===== src/rtl/prbs_chk_pkg.sv =====
package prbs_chk_pkg;

    localparam int unsigned LFSR_LEN     = 7;
    localparam int unsigned MAX_W        = 10;
    localparam int unsigned PERIOD_WORDS = (1 << LFSR_LEN) - 1;

    typedef enum logic {
        PAT_PRBS7   = 1'b0,
        PAT_LOWFREQ = 1'b1
    } pat_sel_e;

    typedef enum logic {
        ST_SEEK  = 1'b0,
        ST_TRACK = 1'b1
    } chk_state_e;

    // hist[0] is the most recent bit, hist[6] the oldest
    typedef logic [LFSR_LEN-1:0] hist_t;
    typedef logic [MAX_W-1:0]    wpad_t;

    typedef struct packed {
        wpad_t bits;
        hist_t hist;
    } step_t;

    typedef struct packed {
        logic take;
        logic mism;
    } word_evt_t;

    // Predict the next nbits serial bits, earliest in bit 0
    function automatic step_t predict_word(hist_t h, int unsigned nbits);
        step_t r;
        hist_t t;
        logic  nb;
        r.bits = '0;
        t      = h;
        for (int i = 0; i < int'(MAX_W); i++) begin
            if (i < int'(nbits)) begin
                nb        = t[6] ^ t[5];
                r.bits[i] = nb;
                t         = {t[5:0], nb};
            end
        end
        r.hist = t;
        return r;
    endfunction

    // Take the last seven bits of a word as predictor history
    function automatic hist_t seed_from_word(wpad_t w, int unsigned nbits);
        hist_t h;
        h = '0;
        for (int j = 0; j < int'(LFSR_LEN); j++) begin
            h[j] = w[int'(nbits) - 1 - j];
        end
        return h;
    endfunction

endpackage


===== src/rtl/prbs_seed_track.sv =====
module prbs_seed_track
    import prbs_chk_pkg::*;
#(
    parameter int unsigned WORD_W = 8
) (
    input  logic              clk,
    input  logic              rst,
    input  logic              chk_en,
    input  logic [WORD_W-1:0] word,
    input  logic              valid,
    input  logic              aligned,
    output word_evt_t         evt
);

    chk_state_e state;
    hist_t      hist;
    wpad_t      wpad;
    step_t      pred;
    hist_t      seed;
    logic       take_word;

    assign wpad      = wpad_t'(word);
    assign take_word = chk_en & valid & aligned;
    assign pred      = predict_word(hist, WORD_W);
    assign seed      = seed_from_word(wpad, WORD_W);

    always_ff @(posedge clk) begin
        if (rst) begin
            state <= ST_SEEK;
            hist  <= '0;
        end else if (take_word) begin
            case (state)
                ST_SEEK: begin
                    if (seed != '0) begin
                        hist  <= seed;
                        state <= ST_TRACK;
                    end
                end
                ST_TRACK: hist <= pred.hist;
                default:  state <= ST_SEEK;
            endcase
        end
    end

    always_comb begin
        evt.take = take_word && (state == ST_TRACK);
        evt.mism = evt.take && (pred.bits != wpad);
    end

    // no progress out of seek without alignment
    a_r1_seek_needs_align: assert property (@(posedge clk) disable iff (rst)
        (state == ST_SEEK && !aligned) |=> (state == ST_SEEK));

    // an all-zero candidate seed leaves the checker seeking
    a_r9_zero_seed_rejected: assert property (@(posedge clk) disable iff (rst)
        (state == ST_SEEK && take_word && wpad == '0) |=> (state == ST_SEEK));

    // predictor frozen when no word is taken
    a_r7_hist_frozen: assert property (@(posedge clk) disable iff (rst)
        (state == ST_TRACK && !take_word) |=> $stable(hist));

endmodule


===== src/rtl/prbs_period_track.sv =====
module prbs_period_track
    import prbs_chk_pkg::*;
#(
    parameter int unsigned PER_WORDS = PERIOD_WORDS
) (
    input  logic      clk,
    input  logic      rst,
    input  word_evt_t evt,
    output logic      done
);

    localparam int unsigned CNT_W = $clog2(PER_WORDS);
    localparam logic [CNT_W-1:0] CNT_LAST = CNT_W'(PER_WORDS - 1);

    logic [CNT_W-1:0] cnt;

    always_ff @(posedge clk) begin
        if (rst) begin
            cnt  <= '0;
            done <= 1'b0;
        end else if (evt.take && !done) begin
            if (cnt == CNT_LAST) begin
                done <= 1'b1;
            end else begin
                cnt <= cnt + 1'b1;
            end
        end
    end

    // completion latches until reset
    a_r3_done_sticky: assert property (@(posedge clk) disable iff (rst)
        done |=> done);

    // completion only rises on a tracked word
    a_r2_done_on_take: assert property (@(posedge clk) disable iff (rst)
        $rose(done) |-> $past(evt.take));

    // period count holds without a tracked word
    a_r7_cnt_frozen: assert property (@(posedge clk) disable iff (rst)
        !evt.take |=> $stable(cnt));

endmodule


===== src/rtl/prbs_err_stretch.sv =====
module prbs_err_stretch
    import prbs_chk_pkg::*;
#(
    parameter int unsigned PER_WORDS   = PERIOD_WORDS,
    parameter int unsigned MIN_ERR_CYC = 3
) (
    input  logic      clk,
    input  logic      rst,
    input  word_evt_t evt,
    input  logic      done,
    output logic      err
);

    localparam int unsigned WIN_W  = $clog2(PER_WORDS);
    localparam int unsigned HOLD_W = $clog2(MIN_ERR_CYC + 1);
    localparam logic [WIN_W-1:0]  WIN_LAST  = WIN_W'(PER_WORDS - 1);
    localparam logic [HOLD_W-1:0] HOLD_LOAD = HOLD_W'(MIN_ERR_CYC - 1);

    logic [WIN_W-1:0]  win;
    logic [HOLD_W-1:0] hold;

    always_ff @(posedge clk) begin
        if (rst) begin
            err  <= 1'b0;
            win  <= '0;
            hold <= '0;
        end else begin
            if (hold != '0) begin
                hold <= hold - 1'b1;
            end
            if (evt.take && done) begin
                if (evt.mism) begin
                    err  <= 1'b1;
                    hold <= HOLD_LOAD;
                    win  <= '0;
                end else if (err) begin
                    if (win == WIN_LAST) begin
                        if (hold == '0) begin
                            err <= 1'b0;
                        end
                    end else begin
                        win <= win + 1'b1;
                    end
                end
            end
        end
    end

    // no error indication before completion
    a_r4_err_after_done: assert property (@(posedge clk) disable iff (rst)
        err |-> done);

    // error held at least three cycles
    a_r5_err_min_width: assert property (@(posedge clk) disable iff (rst)
        $rose(err) |=> err ##1 err);

    // error only clears on a clean tracked word
    a_r6_clear_on_clean: assert property (@(posedge clk) disable iff (rst)
        $fell(err) |-> $past(evt.take && !evt.mism));

endmodule


===== src/rtl/prbs_rx_verifier.sv =====
module prbs_rx_verifier
    import prbs_chk_pkg::*;
#(
    parameter int unsigned WORD_W      = 8,
    parameter pat_sel_e    PATTERN     = PAT_PRBS7,
    parameter int unsigned MIN_ERR_CYC = 3
) (
    input  logic              clk,
    input  logic              rx_rst,
    input  logic [WORD_W-1:0] rx_word,
    input  logic              rx_valid,
    input  logic              rx_aligned,
    output logic              chk_done,
    output logic              chk_err
);

    logic      chk_en;
    word_evt_t evt;

    generate
        if (PATTERN == PAT_LOWFREQ) begin : g_no_checker
            assign chk_en = 1'b0;
        end else begin : g_prbs_checker
            assign chk_en = 1'b1;
        end
    endgenerate

    prbs_seed_track #(.WORD_W(WORD_W)) u_seed (
        .clk     (clk),
        .rst     (rx_rst),
        .chk_en  (chk_en),
        .word    (rx_word),
        .valid   (rx_valid),
        .aligned (rx_aligned),
        .evt     (evt)
    );

    prbs_period_track #(.PER_WORDS(PERIOD_WORDS)) u_period (
        .clk  (clk),
        .rst  (rx_rst),
        .evt  (evt),
        .done (chk_done)
    );

    prbs_err_stretch #(
        .PER_WORDS   (PERIOD_WORDS),
        .MIN_ERR_CYC (MIN_ERR_CYC)
    ) u_err (
        .clk  (clk),
        .rst  (rx_rst),
        .evt  (evt),
        .done (chk_done),
        .err  (chk_err)
    );

    // flags low in the cycle after a reset edge
    a_r12_reset_clears: assert property (@(posedge clk)
        rx_rst |=> (!chk_done && !chk_err));

endmodule


===== config.mk =====
export PLATFORM = sky130hd
export DESIGN_NAME = prbs_rx_verifier
export DESIGN_NICKNAME = d
export VERILOG_FILES = /design/src/rtl/prbs_chk_pkg.sv /design/src/rtl/prbs_seed_track.sv /design/src/rtl/prbs_period_track.sv /design/src/rtl/prbs_err_stretch.sv /design/src/rtl/prbs_rx_verifier.sv
export SDC_FILE = /design/constraint.sdc
export NUM_CORES = 1
export LEC_CHECK = 0
export BUFFER_PORTS_ARGS = -buffer_cell sky130_fd_sc_hd__buf_2
export CORE_MARGIN = 1.5
export CORE_UTILIZATION = 50
export DETAILED_ROUTE_END_ITERATION = 7
export GPL_TIMING_DRIVEN = 0
export PLACE_DENSITY = 0.69
export SLEW_MARGIN = 20
export SYNTH_ARGS = -nofsm -noshare
export SYNTH_HDL_FRONTEND = slang
export SYNTH_SLANG_ARGS = --single-unit

===== constraint.sdc =====
create_clock -name clk -period 2.1 [get_ports clk]
set_input_delay 0.42 -clock clk [delete_from_list [all_inputs] [get_ports clk]]
set_output_delay 0.42 -clock clk [all_outputs]
set_load 0.03 [all_outputs]

Yosys cells after proc, flatten, opt, wreduce, memory -nomap -nowiden
Cells that the tools add are included.
{ "word_totals": {"regBits": 26, "inputBits": 12, "output_inout_bits": 2, "word_cells": 53} }
{ "op_classes": {"addsub": 3, "n_eq_ne": 5, "muxes": 14, "bitwise": 11, "n_reduce_logical": 13} }
{ "ops": {"columns": ["cell", "n"], "rows": [
  ["2-to-1 mux 7 bit", 4],
  ["adder 7 x 1 -> 7 bit (second input constant)", 2],
  ["equality test 7 bit (second input constant)", 2],
  ["one-hot mux 7 bit (2 select lines)", 1],
  ["inequality test 8 bit", 1],
  ["XOR 1 bit", 8],
  ["nonzero test 7 bit", 1],
  ["2-to-1 mux 1 bit", 6],
  ["2-to-1 mux 2 bit", 3],
  ["AND reduction 2 bit", 3],
  ["logical AND 1 bit", 4],
  ["nonzero test 2 bit", 2],
  ["AND reduction 3 bit", 1],
  ["zero test 2 bit", 1],
  ["inequality test 2 x 1 -> 1 bit (second input constant)", 1],
  ["inequality test 2 bit (second input constant)", 1],
  ["NOT 1 bit", 2],
  ["subtractor 2 x 1 -> 2 bit (second input constant)", 1],
  ["bitwise AND 1 bit", 1],
  ["zero test 1 bit", 1]
]} }

Logic depth before layout (Yosys ltp)
Gate-level depths: netlist (run 1).
{ "logic_depth": {"ltp_word": 6, "mapped_depth": 8} }

Modules after synthesis
Synthesis (run 1) repeated with hierarchy kept, for this count alone.
{ "hier_totals": {"cells_unflattened": 196, "hier_area_um2": 1661.6} }
{ "modules_own_cells": {"columns": ["module", "n_inst", "cells_each", "area_each_um2"], "rows": [
  ["prbs_seed_track", 1, 84, 685.7],
  ["prbs_err_stretch", 1, 62, 525.5],
  ["prbs_period_track", 1, 49, 446.7],
  ["prbs_rx_verifier", 1, 1, 3.8]
]} }

Least setup slack after synthesis (run 1)
OpenSTA, ideal clock, no wires.
{ "synth_timing": {"path_kind": "register -> register", "from": "register u_period.cnt[0]", "to": "register u_period.cnt[6]", "setup_time_ns": 0.128, "arrival_time_ns": 1.691, "slack_ns": 0.282, "stages_incl_launch_ff": 9, "period_less_slack_ns": 1.818, "path_cell_list": "dfxtp_1 -> inv_1 -> ha_1 -> nand2_1 -> nor2_1 -> nor3_2 -> or3b_2 -> xor2_1 -> nor2_1"} }
{ "synth_via": {"elab_chain_len": 3, "elab_cells_between_ends": 4, "classes_between": "add/sub (1); eq/ne (1); bitwise (1); reduce/logical (1)"} }
{ "synth_lines": {"columns": ["element", "line", "text"], "rows": [
  ["from (decl)", "prbs_period_track.sv:15", "logic [CNT_W-1:0] cnt;"],
  ["from (signal assigned)", "prbs_period_track.sv:25", "cnt <= cnt + 1'b1;"],
  ["branches (longest 3 deep; another with adder 7 x 1 -> 7 bit)", null, null]
]} }
Parallel ways; which one is timed is not known.
A chain may end at the register's enable or synchronous reset.

Final worst setup path (run 1)
Same ends and word-level chain as after synthesis.

==> flow_results.xml, run 1 <==
<?xml version="1.0" encoding="UTF-8"?>
<metrics>
  <group name="yosys">
    <metric name="synth.distinct_cells" unit="">34</metric>
    <metric name="synthesized_instance_count" unit="">171</metric>
    <metric name="syn-mean-instance-area" unit="um2">8.488</metric>
    <metric name="yosysSeqAreaShare" unit="%">35.86</metric>
    <metric name="synth.net_count" unit="">187</metric>
    <metric name="syn_area" unit="mm2">0.001451</metric>
    <metric name="yosysWarnings" unit="">0</metric>
    <metric name="postSynthRegisterBits" unit="">26</metric>
  </group>
  <group name="timing">
    <metric name="tightestPinTransition" unit="ns">0.4641</metric>
    <metric name="fmax" unit="MHz">529.0</metric>
    <metric name="finalHoldWorstSlack" unit="ns">0.3980</metric>
    <metric name="worst_clock_skew" unit="ns">0.002812</metric>
    <metric name="final_period_minus_worst_setup_slack" unit="ns">1.890</metric>
    <metric name="grt_setup_unrepaired" unit="">false</metric>
    <metric name="layout_worst_path_cycle_share" unit="%">90.02</metric>
    <metric name="timing.slew.headroom" unit="%">69.06</metric>
    <metric name="final.setup.worst_slack" unit="ns">0.2095</metric>
    <metric name="timing_hold_violations_final" unit="">0</metric>
    <metric name="timing.final.max_slew_violations" unit="">0</metric>
    <metric name="timing.final.setup_violations" unit="">0</metric>
  </group>
  <group name="floorplan">
    <metric name="die_area" unit="mm2">0.003235</metric>
    <metric name="initial_utilization" unit="%">52.63</metric>
    <metric name="chipWidth" unit="um">56.88</metric>
    <metric name="num_rows" unit="">19</metric>
    <metric name="boundaryPins" unit="">14</metric>
    <metric name="placeableCoreArea" unit="mm2">0.002758</metric>
    <metric name="die_h" unit="um">56.88</metric>
  </group>
  <group name="grt">
    <metric name="grt_first_pass_wirelength" unit="mm">4.968</metric>
    <metric name="globalRoute.busiestLayer" unit="">met2</metric>
    <metric name="first_global_vias" unit="">1190</metric>
    <metric name="grt_util_met2" unit="%">32.56</metric>
    <metric name="globalRouteMet1Util" unit="%">24.50</metric>
    <metric name="grt_overflow" unit="">0</metric>
    <metric name="all_layer_gr_usage" unit="%">19.26</metric>
    <metric name="antenna_found_initial" unit="">0</metric>
    <metric name="grt_util_met3" unit="%">4.839</metric>
    <metric name="pin_count_of_the_biggest_net_entering_global_routing" unit="">14</metric>
  </group>
  <group name="clock_tree">
    <metric name="clock_tree.root_cell" unit="">clkbuf_4</metric>
    <metric name="clkTransAtPathRegs" unit="ns">0.12</metric>
    <metric name="clock-sinks" unit="">26</metric>
    <metric name="ctsHtreeMaxLevel" unit="">1</metric>
    <metric name="tritoncts" unit="">done</metric>
    <metric name="holdBufCountCts" unit="">0</metric>
    <metric name="insertion_delay" unit="ns">0.31</metric>
    <metric name="clk_path_buf_depth" unit="">2</metric>
    <metric name="numCtsBuffers" unit="">3</metric>
  </group>
  <group name="critical_path">
    <metric name="cp_slowest_cell" unit="">or3b_2</metric>
    <metric name="critical_path_arrival" unit="ns">2.09</metric>
    <metric name="setup.worst_path.class" unit="">flop to flop</metric>
    <metric name="reg2reg_to" unit="">u_period.cnt[6]</metric>
    <metric name="worstPathMaxFanout" unit="">8</metric>
    <metric name="worst_path_buf_inv" unit="">1</metric>
    <metric name="ff2ff_path_depth" unit="">8</metric>
    <metric name="cp_cell_sequence" unit="">inv_1 -&gt; ha_1 -&gt; nand2_1 -&gt; nor2_1 -&gt; nor3_4 -&gt; or3b_2 -&gt; xor2_1 -&gt; nor2_1</metric>
    <metric name="worst_path_most_repeated_cell" unit="">nor2_1</metric>
    <metric name="rrSetupSlack" unit="ns">0.21</metric>
    <metric name="critical-path-top-delay-family" unit="">simple AND/OR/NAND/NOR gates</metric>
    <metric name="worst-endpoint-required" unit="ns">2.30</metric>
    <metric name="cp-end-kind" unit="">flop</metric>
    <metric name="slowest_stage_delay_cp" unit="ns">0.49</metric>
    <metric name="worstReg2RegStart" unit="">u_period.cnt[0]</metric>
    <metric name="worstSetupStartpointType" unit="">flop</metric>
  </group>
  <group name="place">
    <metric name="detailedPlacementHpwl" unit="mm">2.072</metric>
    <metric name="io_buffer_count" unit="">13</metric>
    <metric name="gp_congestion" unit="">0.7868</metric>
    <metric name="preCtsSetupSlack" unit="ns">-0.008057</metric>
  </group>
  <group name="outcome">
    <metric name="outcome" unit="">finished clean</metric>
  </group>
  <group name="pwr">
    <metric name="ir_worst_vdd" unit="uV">474.8</metric>
    <metric name="static-leakage-power" unit="nW">0.6186</metric>
    <metric name="power-per-cell-area" unit="mW/mm2">526.5</metric>
  </group>
  <group name="layout">
    <metric name="final_layout_size_suffix_gt1_share" unit="%">16.84</metric>
    <metric name="n_antenna_cell" unit="">0</metric>
    <metric name="mostFrequentLayoutCells" unit="">nor2_1 (26), dfxtp_1 (26), buf_2 (15), nand2_1 (12), xor2_1 (12)</metric>
    <metric name="layout_overhead_on_the_synthesized_area" unit="%">10.69</metric>
    <metric name="fin_nets" unit="">208</metric>
  </group>
  <group name="drt">
    <metric name="count_of_unresolved_drc_violations_after_routing" unit="">0</metric>
    <metric name="detail_route.first_pass.iterations" unit="">6</metric>
    <metric name="drt-wirelength-per-cell" unit="um">12.52</metric>
    <metric name="count_of_vias_placed_by_the_detailed_router" unit="">1251</metric>
    <metric name="final_antenna_net_count" unit="">0</metric>
    <metric name="totalWireLength" unit="mm">2.767</metric>
    <metric name="avgViaCountPerCell" unit="">5.661</metric>
    <metric name="drt_iter0_markers" unit="">57</metric>
  </group>
  <group name="hold_path">
    <metric name="min_delay_worst_endpoint" unit="">u_seed.hist[1]</metric>
    <metric name="min_path_cells" unit="">3</metric>
    <metric name="timing.hold.worst.class" unit="">input pin to flop</metric>
    <metric name="timing.hold.worst.start" unit="">rx_word[6]</metric>
  </group>
  <group name="run">
    <metric name="max_cap_viol_count" unit="">0</metric>
  </group>
</metrics>
==> power breakdown <==
group | switching [W] | internal, W | total, W | leakage (nW)
clock | 0.000136 | 0.0000672 | 0.000203 | 0.0138
combinational | 0.0000742 | 0.0000539 | 0.000128 | 0.394
sequential | 0.0000108 | 0.000504 | 0.000514 | 0.211
==> cells by family after synthesis <==
logic type	Yosys count	synth area share (%)
AND/OR/NAND/NOR	71	25.26
flip-flops	26	35.86
XOR/XNOR	23	13.88
buffers and inverters	14	4.052
AO/OA/AOI/OAI	33	17.50
adder cells (fa/ha/maj)	4	3.448
==> metrics by stage <==
stage          TNS (ns)  area [um2]  instances  util (%)  total power, W
5_1_grt               0        1607        221     58.26       0.0008911
3_3_place_gp          0        1555        215     56.40       0.0006491
6_report              0        1607        221     58.26       0.0008459
4_1_cts               0        1578        218     57.21       0.0008582
3_5_place_dp   -0.01481        1555        215     56.40       0.0006525
2_1_floorplan         0        1451        171         -       0.0006160
==> registers in the layout (all words and copies together), names as in the netlist <==
name and cells:
u_seed.hist 7, u_period.done 1, u_period.cnt 7, u_err.hold 2, u_seed.state 1, u_err.err 1
u_err.win 7
==> repair_timing <==
action	in CTS	in global routing
setup endpoints to repair	0	8
gates resized for setup	0	1
setup buffers	0	3
==> worst register-to-register path, cell delays in order, from the launching register on <==
cell and delay [ns]:
dfxtp_1 0.40, inv_1 0.06, ha_1 0.19, nand2_1 0.07, nor2_1 0.06, nor3_4 0.32
or3b_2 0.49, xor2_1 0.14, nor2_1 0.05
==> worst max path at each step <==
| stage | startpoint | end | cells past startpoint |
|---|---|---|---|
| after floorplan | u_period.cnt[0] | u_period.cnt[6] | 8 |
| after global placement | rx_word[2] | u_err.win[4] | 7 |
| after detailed placement | rx_word[2] | u_err.win[2] | 7 |
| after CTS | u_seed.hist[6] | u_err.win[4] | 7 |
| after global routing | u_seed.hist[4] | u_err.win[5] | 8 |
| final | u_period.cnt[0] | u_period.cnt[6] | 8 |
==> final cells by class <==
cell class,count,area (um2)
Buffer,8,36.28
Clock buffer,3,22.52
Fill cell,274,1151
Inverter,6,22.52
Multi-Input combinational cell,131,878.3
Sequential cell,26,520.5
Tap cell,31,38.79
Timing Repair Buffer,16,87.58
==> cells in the mapped netlist, drive strengths merged <==
| library cell | count | share of area (%) |
|---|---|---|
| o311ai | 3 | 3.4 |
| ha | 4 | 3.4 |
| and2 | 3 | 1.3 |
| xnor2 | 11 | 6.6 |
| o32ai | 1 | 1.1 |
| nor2 | 26 | 6.7 |
| nor3 | 5 | 2.1 |
| inv | 6 | 1.6 |
| o31ai | 3 | 1.6 |
| and3 | 6 | 2.7 |
| or3 | 1 | 0.43 |
| a211oi | 6 | 3.1 |
| dfxtp | 26 | 36 |
| xor2 | 12 | 7.2 |
| o21ai | 2 | 0.69 |
| a221oi | 1 | 0.60 |
| nand2b | 1 | 0.43 |
| clkbuf | 5 | 1.3 |
| nor4 | 2 | 1.9 |
| nand3 | 4 | 1.4 |
| a32oi | 1 | 0.60 |
| or3b | 1 | 0.60 |
| buf | 3 | 1.2 |
| o22ai | 1 | 0.86 |
| a31oi | 3 | 1.3 |
| nand2 | 13 | 3.9 |
| o211ai | 1 | 0.52 |
| nand4 | 9 | 3.9 |
| a21oi | 11 | 3.8 |
==> layer usage <==
layer	wire length, um	vias to the layer above
met5	0	-
met4	19	0
met3	104	2
met2	1353	19
met1	1289	585
li1	-	645
(Power assumes the default switching activity.)
==> run 2: changes to the inputs <==
RECOVER_POWER = 50   (was not set)
==> run 2 against run 1 <==
Clock skew about the same. Flip-flop and latch count did not move. Critical path depth unchanged. Clock power about the same. Power is essentially flat. Design area fell by 0.31%. Global-route usage unchanged. First-iteration DRC count is the same. Non-clock buffer count is the same. Highest routed layer unchanged. Largest cell class unchanged. Via count down 0.40%. Final cell count stayed put. Sequential power about the same.
==> flow_results.xml, run 2 (same netlist as run 1, synthesis figures left out) <==
<?xml version="1.0" encoding="UTF-8"?>
<metrics>
  <group name="layout">
    <metric name="final_layout_size_suffix_gt1_share" unit="%">14.74</metric>
    <metric name="mostFrequentLayoutCells" unit="">nor2_1 (26), dfxtp_1 (26), nand2_1 (12), xor2_1 (12)</metric>
    <metric name="fin_nets" unit="">208</metric>
    <metric name="n_antenna_cell" unit="">0</metric>
    <metric name="layout.cell_area.non_filler" unit="mm2">0.001602</metric>
    <metric name="top_regs" unit="">u_err.win (7), u_period.cnt (7), u_seed.hist (7)</metric>
    <metric name="fill_cells" unit="">277</metric>
    <metric name="layout_overhead_on_the_synthesized_area" unit="%">10.35</metric>
  </group>
  <group name="pwr">
    <metric name="ir_worst_vdd" unit="uV">475.5</metric>
    <metric name="power-per-cell-area" unit="mW/mm2">527.9</metric>
    <metric name="static-leakage-power" unit="nW">0.6042</metric>
    <metric name="total_power" unit="W">0.0008455</metric>
  </group>
  <group name="clock_tree">
    <metric name="ctsHtreeMaxLevel" unit="">1</metric>
    <metric name="clock-sinks" unit="">26</metric>
    <metric name="clock_tree.root_cell" unit="">clkbuf_4</metric>
    <metric name="tritoncts" unit="">done</metric>
    <metric name="holdBufCountCts" unit="">0</metric>
    <metric name="numCtsBuffers" unit="">3</metric>
    <metric name="clkTransAtPathRegs" unit="ns">0.12</metric>
    <metric name="insertion_delay" unit="ns">0.31</metric>
    <metric name="clk_path_buf_depth" unit="">2</metric>
  </group>
  <group name="timing">
    <metric name="fmax" unit="MHz">528.3</metric>
    <metric name="timing.final.setup_violations" unit="">0</metric>
    <metric name="worst_clock_skew" unit="ns">0.002686</metric>
    <metric name="layout_worst_path_cycle_share" unit="%">90.13</metric>
    <metric name="tightestPinTransition" unit="ns">0.4581</metric>
    <metric name="finalHoldWorstSlack" unit="ns">0.3973</metric>
    <metric name="timing.slew.headroom" unit="%">69.35</metric>
    <metric name="fin_tns_setup" unit="ns">0</metric>
    <metric name="timing_hold_violations_final" unit="">0</metric>
    <metric name="final_period_minus_worst_setup_slack" unit="ns">1.893</metric>
    <metric name="grt_setup_unrepaired" unit="">false</metric>
    <metric name="timing.final.max_slew_violations" unit="">0</metric>
  </group>
  <group name="floorplan">
    <metric name="num_rows" unit="">19</metric>
    <metric name="die_h" unit="um">56.88</metric>
    <metric name="boundaryPins" unit="">14</metric>
    <metric name="placeableCoreArea" unit="mm2">0.002758</metric>
    <metric name="die_area" unit="mm2">0.003235</metric>
    <metric name="chipWidth" unit="um">56.88</metric>
    <metric name="initial_utilization" unit="%">52.63</metric>
  </group>
  <group name="critical_path">
    <metric name="rrSetupSlack" unit="ns">0.21</metric>
    <metric name="worst_path_most_repeated_cell" unit="">nor2_1</metric>
    <metric name="critical_path_arrival" unit="ns">2.10</metric>
    <metric name="ff2ff_path_depth" unit="">8</metric>
    <metric name="timing.critical_path.depth" unit="">8</metric>
    <metric name="cp-end-kind" unit="">flop</metric>
    <metric name="slowest_stage_delay_cp" unit="ns">0.49</metric>
    <metric name="setup.worst_path.class" unit="">flop to flop</metric>
    <metric name="critical-path-top-delay-family" unit="">simple AND/OR/NAND/NOR gates</metric>
    <metric name="cp_cell_sequence" unit="">inv_1 -&gt; ha_1 -&gt; nand2_1 -&gt; nor2_1 -&gt; nor3_4 -&gt; or3b_2 -&gt; xor2_1 -&gt; nor2_1</metric>
    <metric name="cp_slowest_cell" unit="">or3b_2</metric>
    <metric name="worstSetupStartpointType" unit="">flop</metric>
    <metric name="worst_path_buf_inv" unit="">1</metric>
    <metric name="worstPathMaxFanout" unit="">8</metric>
    <metric name="worst-endpoint-required" unit="ns">2.30</metric>
  </group>
  <group name="grt">
    <metric name="grt_overflow" unit="">0</metric>
    <metric name="all_layer_gr_usage" unit="%">19.26</metric>
    <metric name="first_global_vias" unit="">1190</metric>
    <metric name="grt_first_pass_wirelength" unit="mm">4.968</metric>
    <metric name="pin_count_of_the_biggest_net_entering_global_routing" unit="">14</metric>
    <metric name="antenna_found_initial" unit="">0</metric>
  </group>
  <group name="drt">
    <metric name="drt-wirelength-per-cell" unit="um">12.48</metric>
    <metric name="drt_iter0_markers" unit="">57</metric>
    <metric name="count_of_unresolved_drc_violations_after_routing" unit="">0</metric>
    <metric name="totalWireLength" unit="mm">2.757</metric>
    <metric name="detail_route.first_pass.iterations" unit="">4</metric>
    <metric name="final_antenna_net_count" unit="">0</metric>
    <metric name="avgViaCountPerCell" unit="">5.638</metric>
    <metric name="count_of_vias_placed_by_the_detailed_router" unit="">1246</metric>
  </group>
  <group name="place">
    <metric name="placed_area" unit="mm2">0.001555</metric>
    <metric name="detailedPlacementHpwl" unit="mm">2.072</metric>
    <metric name="gp_congestion" unit="">0.7868</metric>
    <metric name="io_buffer_count" unit="">13</metric>
  </group>
  <group name="outcome">
    <metric name="outcome" unit="">finished clean</metric>
  </group>
  <group name="hold_path">
    <metric name="timing.hold.worst.class" unit="">input pin to flop</metric>
    <metric name="min_path_cells" unit="">3</metric>
  </group>
  <group name="run">
    <metric name="max_cap_viol_count" unit="">0</metric>
  </group>
</metrics>
==> run 2: cell count changes in the layout (fill, tap and decap cells not counted) <==
cell      delta
buf_2        -4
clkbuf_1     +4
==> run 2: through the flow <==
step | util (%) | worst slack [ns] | cells
global placement | 56.40 | 0.007137 | 215
global route | 58.08 | 0.02266 | 221
finish | 58.08 | 0.2072 | 221
floorplan | - | 0.2819 | 171
CTS | 57.21 | 0.09010 | 218
detailed placement | 56.40 | -0.008057 | 215
==> run 2: timing repair <==
action                     CTS  global route
setup endpoints to repair    0             8
setup buffers                0             3
hold endpoints to repair     0             0
gates resized for setup      0             1
==> run 2: final cells by class <==
cell class	instances	area, um2	share of cell area, %
multi-input cells	131	878.3	54.84
flip-flops and latches	26	520.5	32.50
repair buffers	16	82.58	5.156
well taps	31	38.79	2.422
plain buffers	8	36.28	2.266
clock buffers	3	22.52	1.406
inverters	6	22.52	1.406
==> run 2: final timing paths <==
check | startpoint | end
max | u_period.cnt[0] | u_period.cnt[6]
min | rx_word[6] | u_seed.hist[1]
max reg2reg | u_period.cnt[0] | u_period.cnt[6]
min reg2reg | u_err.hold[0] | u_err.hold[1]
==> run 2: worst reg2reg max path, cell delays in order, from the launching register on <==
cell and delay [ns]:
dfxtp_1 0.40, inv_1 0.06, ha_1 0.19, nand2_1 0.07
nor2_1 0.06, nor3_4 0.32, or3b_2 0.49, xor2_1 0.14
nor2_1 0.05
==> run 2: power by group <==
group	internal, W	total [W]	switching, W	leakage [nW]
Combinational	0.0000533	0.000127	0.0000741	0.380
Sequential	0.000504	0.000514	0.0000107	0.211
Clock	0.0000672	0.000204	0.000137	0.0138
==> run 2: metal layers <==
layer | up-vias | track usage (%) | wire [um]
met4 | 0 | 4.983 | 19
met3 | 2 | 4.839 | 89
met2 | 15 | 32.56 | 1345
met5 | - | 0 | 0
met1 | 584 | 24.50 | 1302
li1 | 645 | - | -
==> run 3: changes to the inputs <==
BUFFER_PORTS_ARGS = not set   (was -buffer_cell sky130_fd_sc_hd__buf_2)
DONT_BUFFER_PORTS = 1   (was not set)
PLACE_DENSITY = not set   (was 0.69)
==> run 3 against run 2 <==
Critical path type unchanged. Fmax shrank 1.1%. Non-clock buffer count fell by 13. Register-to-register slack worse by 0.02 ns. Hold slack worse by 0.17 ns. Die area unchanged. Design area decreased by 1.9%. Via count shrank 5.9%. Critical path depth did not move.
==> flow_results.xml, run 3 (same netlist as run 1, synthesis figures left out) <==
<?xml version="1.0" encoding="UTF-8"?>
<metrics>
  <group name="timing">
    <metric name="timing_hold_violations_final" unit="">0</metric>
    <metric name="grt_setup_unrepaired" unit="">false</metric>
    <metric name="timing.final.setup_violations" unit="">0</metric>
    <metric name="final_period_minus_worst_setup_slack" unit="ns">1.915</metric>
    <metric name="tightestPinTransition" unit="ns">0.4993</metric>
    <metric name="fin_tns_setup" unit="ns">0</metric>
    <metric name="worst_clock_skew" unit="ns">0.005444</metric>
    <metric name="timing.final.max_slew_violations" unit="">0</metric>
    <metric name="layout_worst_path_cycle_share" unit="%">91.17</metric>
    <metric name="timing.slew.headroom" unit="%">66.71</metric>
    <metric name="fmax" unit="MHz">522.3</metric>
  </group>
  <group name="place">
    <metric name="detailedPlacementHpwl" unit="mm">2.111</metric>
    <metric name="io_buffer_count" unit="">0</metric>
    <metric name="placed_area" unit="mm2">0.001490</metric>
    <metric name="gp_congestion" unit="">0.9528</metric>
  </group>
  <group name="layout">
    <metric name="top_regs" unit="">u_err.win (7), u_period.cnt (7), u_seed.hist (7)</metric>
    <metric name="final_layout_size_suffix_gt1_share" unit="%">11.24</metric>
    <metric name="fin_nets" unit="">195</metric>
    <metric name="layout_overhead_on_the_synthesized_area" unit="%">8.276</metric>
    <metric name="mostFrequentLayoutCells" unit="">nor2_1 (26), dfxtp_1 (26), nand2_1 (12), xor2_1 (12)</metric>
    <metric name="layout.cell_area.non_filler" unit="mm2">0.001572</metric>
    <metric name="n_antenna_cell" unit="">0</metric>
  </group>
  <group name="outcome">
    <metric name="outcome" unit="">finished clean</metric>
  </group>
  <group name="grt">
    <metric name="grt_first_pass_wirelength" unit="mm">4.643</metric>
    <metric name="all_layer_gr_usage" unit="%">18.28</metric>
    <metric name="first_global_vias" unit="">1093</metric>
    <metric name="grt_overflow" unit="">0</metric>
    <metric name="antenna_found_initial" unit="">0</metric>
    <metric name="pin_count_of_the_biggest_net_entering_global_routing" unit="">16</metric>
  </group>
  <group name="clock_tree">
    <metric name="clock-sinks" unit="">26</metric>
    <metric name="clk_path_buf_depth" unit="">2</metric>
    <metric name="numCtsBuffers" unit="">3</metric>
    <metric name="clock_tree.root_cell" unit="">clkbuf_4</metric>
    <metric name="insertion_delay" unit="ns">0.33</metric>
    <metric name="ctsHtreeMaxLevel" unit="">1</metric>
    <metric name="clkTransAtPathRegs" unit="ns">0.15</metric>
    <metric name="tritoncts" unit="">done</metric>
  </group>
  <group name="drt">
    <metric name="drt-wirelength-per-cell" unit="um">13.34</metric>
    <metric name="totalWireLength" unit="mm">2.788</metric>
    <metric name="drt_iter0_markers" unit="">61</metric>
    <metric name="count_of_unresolved_drc_violations_after_routing" unit="">0</metric>
    <metric name="count_of_vias_placed_by_the_detailed_router" unit="">1173</metric>
    <metric name="detail_route.first_pass.iterations" unit="">4</metric>
    <metric name="avgViaCountPerCell" unit="">5.612</metric>
    <metric name="final_antenna_net_count" unit="">0</metric>
  </group>
  <group name="critical_path">
    <metric name="worstReg2RegStart" unit="">u_seed.hist[6]</metric>
    <metric name="reg2reg_to" unit="">u_err.win[2]</metric>
    <metric name="worstPathMaxFanout" unit="">6</metric>
    <metric name="worst-endpoint-required" unit="ns">2.35</metric>
    <metric name="ff2ff_path_depth" unit="">8</metric>
    <metric name="rrSetupSlack" unit="ns">0.19</metric>
    <metric name="crit_start" unit="">u_seed.hist[6]</metric>
    <metric name="cp-end-kind" unit="">flop</metric>
    <metric name="worstSetupStartpointType" unit="">flop</metric>
    <metric name="critical_path_arrival" unit="ns">2.16</metric>
    <metric name="crit_end" unit="">u_err.win[2]</metric>
    <metric name="setup.worst_path.class" unit="">flop to flop</metric>
  </group>
  <group name="floorplan">
    <metric name="chipWidth" unit="um">56.88</metric>
    <metric name="placeableCoreArea" unit="mm2">0.002758</metric>
    <metric name="die_area" unit="mm2">0.003235</metric>
    <metric name="boundaryPins" unit="">14</metric>
    <metric name="num_rows" unit="">19</metric>
    <metric name="initial_utilization" unit="%">52.63</metric>
    <metric name="die_h" unit="um">56.88</metric>
  </group>
  <group name="hold_path">
    <metric name="timing.hold.worst.class" unit="">input pin to flop</metric>
  </group>
  <group name="pwr">
    <metric name="static-leakage-power" unit="nW">0.5782</metric>
    <metric name="ir_worst_vdd" unit="uV">618.5</metric>
    <metric name="total_power" unit="W">0.0009750</metric>
    <metric name="power-per-cell-area" unit="mW/mm2">620.4</metric>
  </group>
  <group name="run">
    <metric name="max_cap_viol_count" unit="">0</metric>
  </group>
</metrics>
-- run 3: cell count changes in the layout (fill, tap and decap cells not counted) --
cell	delta
clkbuf_1	-4
buf_2	-9
bufinv_16	+1
-- run 3: worst min-delay path by stage --
stage               depth (start not counted)           from              to
finish                                      2     rx_word[6]  u_seed.hist[1]
floorplan                                   2  u_err.hold[0]   u_err.hold[1]
global placement                            2  u_err.hold[0]   u_err.hold[1]
detailed placement                          2  u_err.hold[0]   u_err.hold[1]
CTS                                         2     rx_word[6]  u_seed.hist[1]
global route                                2     rx_word[6]  u_seed.hist[1]
-- run 3: critical path: stages, from the launching register on --
cell	delay, ns
dfxtp_1	0.32
buf_4	0.16
xor2_1	0.17
nor3_1	0.21
o22ai_2	0.15
nor4_4	0.27
buf_4	0.18
nand2_4	0.09
o311ai_2	0.29
-- run 3: metal layers --
metal  share of wire, %  routed length [um]  vias to the layer above  global-route usage [%]
met5                  0                   0                        -                       0
li1                   -                   -                      616                       -
met2                 45                1262                       27                   28.90
met1                 48                1331                      520                   23.22
met4                2.7                  75                        0                   9.302
met3                4.3                 119                       10                   4.147
-- run 3: final cells by class --
cell class                      instances  area (um2)
Clock inverter                          1       30.03
Buffer                                  8       36.28
Sequential cell                        26       520.5
Clock buffer                            3       22.52
Inverter                                6       22.52
Tap cell                               31       38.79
Multi-Input combinational cell        131       878.3
Timing Repair Buffer                    3       22.52
Fill cell                             257        1186
-- run 3: timing repair --
action	4_1_cts	5_1_grt
hold endpoints to repair	0	0
hold buffers	0	0
setup buffers	0	3
endpoints found under the setup margin	0	8
gates resized for setup	0	1
-- run 3: per-stage QoR --
step	util [%]	setup slack [ns]	hold slack, ns	instances
2_1_floorplan	-	0.2819	0.4501	171
3_3_place_gp	54.04	0.1276	0.4612	202
3_5_place_dp	54.04	0.04256	0.4696	202
4_1_cts	55.94	0.006185	0.2261	206
5_1_grt	56.99	0.05569	0.2311	209
6_report	56.99	0.1853	0.2279	209
-- run 3: report_power, final --
group	total [W]	switching [W]	internal, W
logic	0.000110	0.0000634	0.0000469
clock network	0.000350	0.000157	0.000193
registers	0.000515	0.0000111	0.000504
total	0.000975	0.000231	0.000744
